--- config.mk ---
export PLATFORM = sky130hd
export DESIGN_NAME = clmul_top
export DESIGN_NICKNAME = d
export VERILOG_FILES = /design/src/rtl/clmul_pkg.sv /design/src/rtl/clmul_opsel.sv /design/src/rtl/clmul_ctrl.sv /design/src/rtl/clmul_dpath.sv /design/src/rtl/clmul_top.sv
export SDC_FILE = /design/constraint.sdc
export NUM_CORES = 1
export LEC_CHECK = 0
export BUFFER_PORTS_ARGS = -buffer_cell sky130_fd_sc_hd__buf_2
export CORE_UTILIZATION = 50
export DETAILED_ROUTE_END_ITERATION = 6
export PLACE_DENSITY_LB_ADDON = 0.3
export SLEW_MARGIN = 10
export SYNTH_ARGS = -nofsm -noshare
export SYNTH_HDL_FRONTEND = slang
export SYNTH_SLANG_ARGS = --single-unit
export TNS_END_PERCENT = 100
--- constraint.sdc ---
create_clock -name clk -period 2 [get_ports clk]
set_clock_uncertainty 0.15 [all_clocks]
set_input_delay 0 -clock clk [delete_from_list [all_inputs] [get_ports clk]]
set_output_delay 0 -clock clk [all_outputs]
set_load 0.02 [all_outputs]
--- src/rtl/clmul_pkg.sv ---
package clmul_pkg;
  // Strobes from the sequencer to the datapath
  typedef struct packed {
    logic load;   // capture operands, clear accumulator
    logic step;   // retire one multiplier bit
  } clmulCtrl_t;

  typedef enum logic [1:0] {
    ST_IDLE = 2'd0,
    ST_RUN  = 2'd1,
    ST_DONE = 2'd2
  } clmulState_e;
endpackage

--- src/rtl/clmul_opsel.sv ---
module clmul_opsel #(
  parameter int W = 64
) (
  input  logic         useScalar,
  input  logic [W-1:0] vecB,
  input  logic [W-1:0] scalarB,
  output logic [W-1:0] selB
);
  always_comb begin
    selB = useScalar ? scalarB : vecB;
  end
endmodule

--- src/rtl/clmul_ctrl.sv ---
module clmul_ctrl
  import clmul_pkg::*;
#(
  parameter int STEPS = 64
) (
  input  logic       clk,
  input  logic       rst,
  input  logic       inValid,
  input  logic       outReady,
  output logic       inReady,
  output logic       outValid,
  output clmulCtrl_t strobes
);
  localparam int CW = (STEPS > 1) ? $clog2(STEPS) : 1;
  localparam logic [CW-1:0] LAST = CW'(STEPS - 1);

  clmulState_e state;
  logic [CW-1:0] stepCnt;

  always_ff @(posedge clk) begin
    if (rst) begin
      state   <= ST_IDLE;
      stepCnt <= '0;
    end else begin
      case (state)
        ST_IDLE: if (inValid) begin
          state   <= ST_RUN;
          stepCnt <= '0;
        end
        ST_RUN: begin
          stepCnt <= stepCnt + 1'b1;
          if (stepCnt == LAST) state <= ST_DONE;
        end
        ST_DONE: if (outReady) state <= ST_IDLE;
        default: state <= ST_IDLE;
      endcase
    end
  end

  always_comb begin
    inReady      = (state == ST_IDLE);
    outValid     = (state == ST_DONE);
    strobes.load = (state == ST_IDLE) && inValid;
    strobes.step = (state == ST_RUN);
  end
endmodule

--- src/rtl/clmul_dpath.sv ---
module clmul_dpath
  import clmul_pkg::*;
#(
  parameter int W = 64
) (
  input  logic         clk,
  input  logic         rst,
  input  clmulCtrl_t   strobes,
  input  logic [W-1:0] opA,
  input  logic [W-1:0] opB,
  input  logic         wantHigh,
  output logic [W-1:0] result
);
  localparam int PW = 2 * W;

  logic [PW-1:0] mcand;   // multiplicand, moves left one place per step
  logic [W-1:0]  mplier;  // multiplier, moves right one place per step
  logic [PW-1:0] acc;     // full double-width product
  logic          hiSel;

  always_ff @(posedge clk) begin
    if (rst) begin
      mcand  <= '0;
      mplier <= '0;
      acc    <= '0;
      hiSel  <= 1'b0;
    end else if (strobes.load) begin
      mcand  <= {{W{1'b0}}, opA};
      mplier <= opB;
      acc    <= '0;
      hiSel  <= wantHigh;
    end else if (strobes.step) begin
      if (mplier[0]) acc <= acc ^ mcand;
      mcand  <= mcand << 1;
      mplier <= mplier >> 1;
    end
  end

  always_comb begin
    result = hiSel ? acc[PW-1:W] : acc[W-1:0];
  end
endmodule

--- src/rtl/clmul_top.sv ---
module clmul_top
  import clmul_pkg::*;
#(
  parameter int W = 64
) (
  input  logic         clk,
  input  logic         rst,
  input  logic         inValid,
  output logic         inReady,
  input  logic [W-1:0] opA,
  input  logic [W-1:0] vecB,
  input  logic [W-1:0] scalarB,
  input  logic         useScalar,
  input  logic         wantHigh,
  output logic         outValid,
  input  logic         outReady,
  output logic [W-1:0] result
);
  clmulCtrl_t   strobes;
  logic [W-1:0] selB;

  clmul_opsel #(.W(W)) u_opsel (
    .useScalar(useScalar), .vecB(vecB), .scalarB(scalarB), .selB(selB)
  );

  clmul_ctrl #(.STEPS(W)) u_ctrl (
    .clk(clk), .rst(rst), .inValid(inValid), .outReady(outReady),
    .inReady(inReady), .outValid(outValid), .strobes(strobes)
  );

  clmul_dpath #(.W(W)) u_dpath (
    .clk(clk), .rst(rst), .strobes(strobes), .opA(opA), .opB(selB),
    .wantHigh(wantHigh), .result(result)
  );
endmodule

==> impl_metrics.toml <==
[setup_path]
cp_slowest_cell = "mux2_2"
worstPathArrival_ns = 1.77
start_kind = "flop"
path_max_fanout = 44
slowest_delay_ns = 0.46
worst-setup-path-type = "reg2out"
worstPathCellList = "buf_12, mux2_2, buf_2"
cp-end-kind = "primary output"
worst_ep_required_time_ns = 1.85

[global_routing]
grt_first_pass_wirelength_mm = 65.6
antenna_found_initial = 1
grt_usage_pct = 27.4
grt_pass1_vias = 13000
grt_overflow = 0
grt_max_degree = 82

[power]
p_per_area_nw_per_um2 = 811
ir_drop_mv = 0.510
p_leak_uw = 0.00783

[finish]
nets = 2135
drive_above_1_share_pct = 22.6
area_delta_synth_final_pct = 34.0
multi_input_area_um2 = 7200
seq_area_um2 = 6600
fillers = 2123

[sta]
tightest_slew_ns = 0.923
setup_tns_ns = 0
hold_viol = 0
fin_crit_ns = 1.92
finalMaxSlewViolations = 0
fmax_mhz = 520
rsz0062_at_grt = "false"
setup_violations = 0
post-route-period-util_pct = 96.1
setup_ws_ns = 0.0788
max-slew-margin-rel_pct = 38.4

[yosys]
synth_seq_cells = 329
yosysMostFrequentCell = "dfxtp_1"
synth.area.top_cells = "dfxtp_1, nand4b_1, xor2_1, nor2_1, mux2_2"
synth_top_family_by_area = "simple AND/OR/NAND/NOR gates"
async_reset_ff_share_pct = 0
synth_area_per_cell_um2 = 9.35
syn_area_um2 = 14500
synth-adder-area-share_pct = 0.0865
synthCells = 1547
synthSimpleGateAreaFrac_pct = 18.9
synth_compound_area_share_pct = 13.1
synth_seq_area_share_pct = 45.5
yosysUniqueCellTypes = 40
synth_enable_flop_cells = 0
synth_flop_cell = "dfxtp_1"
yosysTopAreaCell = "dfxtp_1"
synth_top_area_share_pct = 45.5
synth_xor_area_share_pct = 7.81
synth_warnings = 0
synthTopCellsByCount = "dfxtp_1, nor2_1, nand2_1"
synth.area.mux_share_pct = 9.56
syn_nets = 1746

[job]
max-cap-violations = 0

[placement]
place_congestion = 0.791
hpwl_mm = 22.6
port_buffers = 263
dpl_worst_slack_ns = 0.0260

[floorplanning]
io_pins = 264
coreArea_um2 = 28100
die_x_um = 172
start_util_pct = 51.5
num_rows = 61
dieArea_um2 = 29600
fp.dieH_um = 172

[run_status]
status = "complete, no violations"

[routing]
firstDrtPassIters = 6
totalWireLength_mm = 42.3
drtIter0Drc = 870
dr_total_vias = 13400
ant_nets = 0
wl_per_cell_um = 18.1
via_per_inst = 5.71
route.detailed.drc = 0

[clocking]
cts_max_path_buffers = 3
numCtsBuffers = 36
cts.sinks = 329
post_cts_buffers = 0
cts-root-buf = "clkbuf_16"
htreeDepth = 2
clkLatencyLatePin_ns = 0.50
path_clk_slew_ns = 0.06
cts_tree = "built"

[min_path]
hold_path.class = "in2reg"
## where the power goes
part / internal (µW) / leakage, µW / switching (µW)
sequential: 6780 / 0.00268 / 204
clock: 4360 / 0.000619 / 2590
combinational: 879 / 0.00453 / 888
## per-stage QoR
| step | std cells | area [µm²] | hold slack [ns] | util, % | power, µW |
|---|---|---|---|---|---|
| after detailed placement | 2078 | 16100 | 0.131 | 57.3 | 8450 |
| after CTS | 2336 | 19300 | 0.156 | 68.7 | 15700 |
| after global routing | 2340 | 19400 | 0.171 | 69.0 | 16200 |
| after floorplan | 1547 | 14500 | -0.00280 | - | 7940 |
| after global placement | 2078 | 16100 | 0.116 | 57.3 | 8420 |
| final | 2342 | 19400 | 0.156 | 69.0 | 15700 |
## final timing paths
path / startpoint / end / slack (ns) / depth (start not counted)
max: u_dpath.hiSel$_SDFFE_PP0P_ / result[1] / 0.08 / 3
min: wantHigh / u_dpath.hiSel$_SDFFE_PP0P_ / 0.16 / 4
min reg2reg: u_dpath.mcand[73]$_SDFFE_PP0P_ / u_dpath.mcand[74]$_SDFFE_PP0P_ / 0.31 / 2
max reg2reg: u_ctrl.state[1]$_SDFFE_PP0P_ / u_dpath.mplier[63]$_SDFFE_PP0P_ / 0.11 / 6
## final cells by class
class / count / area share [%]
Tap cell: 378 / 2.44
Clock buffer: 53 / 5.55
Clock inverter: 10 / 0.904
Inverter: 2 / 0.0387
Antenna cell: 3 / 0.0387
Timing Repair Buffer: 499 / 19.8
Sequential cell: 329 / 34.1
Multi-Input combinational cell: 1068 / 37.2
## cells in the final DEF (no fill, tap or decap), types with 3 or more instances in the layout
cell           instances
a211oi_1              64
a21oi_1               66
a221o_1               63
buf_12                15
buf_2                262
buf_4                 20
buf_6                  3
bufinv_16              5
clkbuf_1               7
clkbuf_16             39
clkbuf_8               9
clkinv_2               5
dfxtp_1              325
dfxtp_4                4
diode_2                3
dlygate4sd3_1        195
mux2_2                66
mux2i_1               64
nand2_1              132
nand4b_1             128
nor2_1               262
o22ai_1               63
xor2_1               128
## worst max-delay path: cells and delay by family, from the launching register on
family	cells	cell delay, ns
buf+inv	2	0.45
flops	1	0.35
mux	1	0.46
## logic make-up (layout without fill, tap and decap cells)
| family | Yosys count | after routing |
|---|---|---|
| other | 0 | 3 |
| adders and majority gates | 1 | 1 |
| AOI/OAI and AO/OA | 264 | 264 |
| and+or+nand+nor | 543 | 544 |
| muxes | 130 | 130 |
| buffers and inverters | 151 | 564 |
| xor gates and xnor gates | 129 | 129 |
| DFF | 329 | 329 |
## repair_timing
item | in CTS | in global routing
hold endpoints to repair | 134 | 0
hold buffers | 195 | 0
gates cloned | 0 | 3
pin swaps | 0 | 1
resized for setup | 2 | 6
endpoints found under the setup margin | 2 | 39
## sequential cells by signal, indices dropped and copies added, names as in the netlist
register,cells
u_dpath.hiSel,1
u_ctrl.state,2
u_dpath.acc,128
u_dpath.mcand,128
u_ctrl.stepCnt,6
u_dpath.mplier,64
## per-layer routing
metal / global-route usage [%] / share of wire [%]
met2: 46.7 / 48
met4: 11.5 / 3.9
met3: 5.79 / 7.2
met5: 0 / 0
met1: 33.3 / 41
Power figures use the tool's default switching activity.
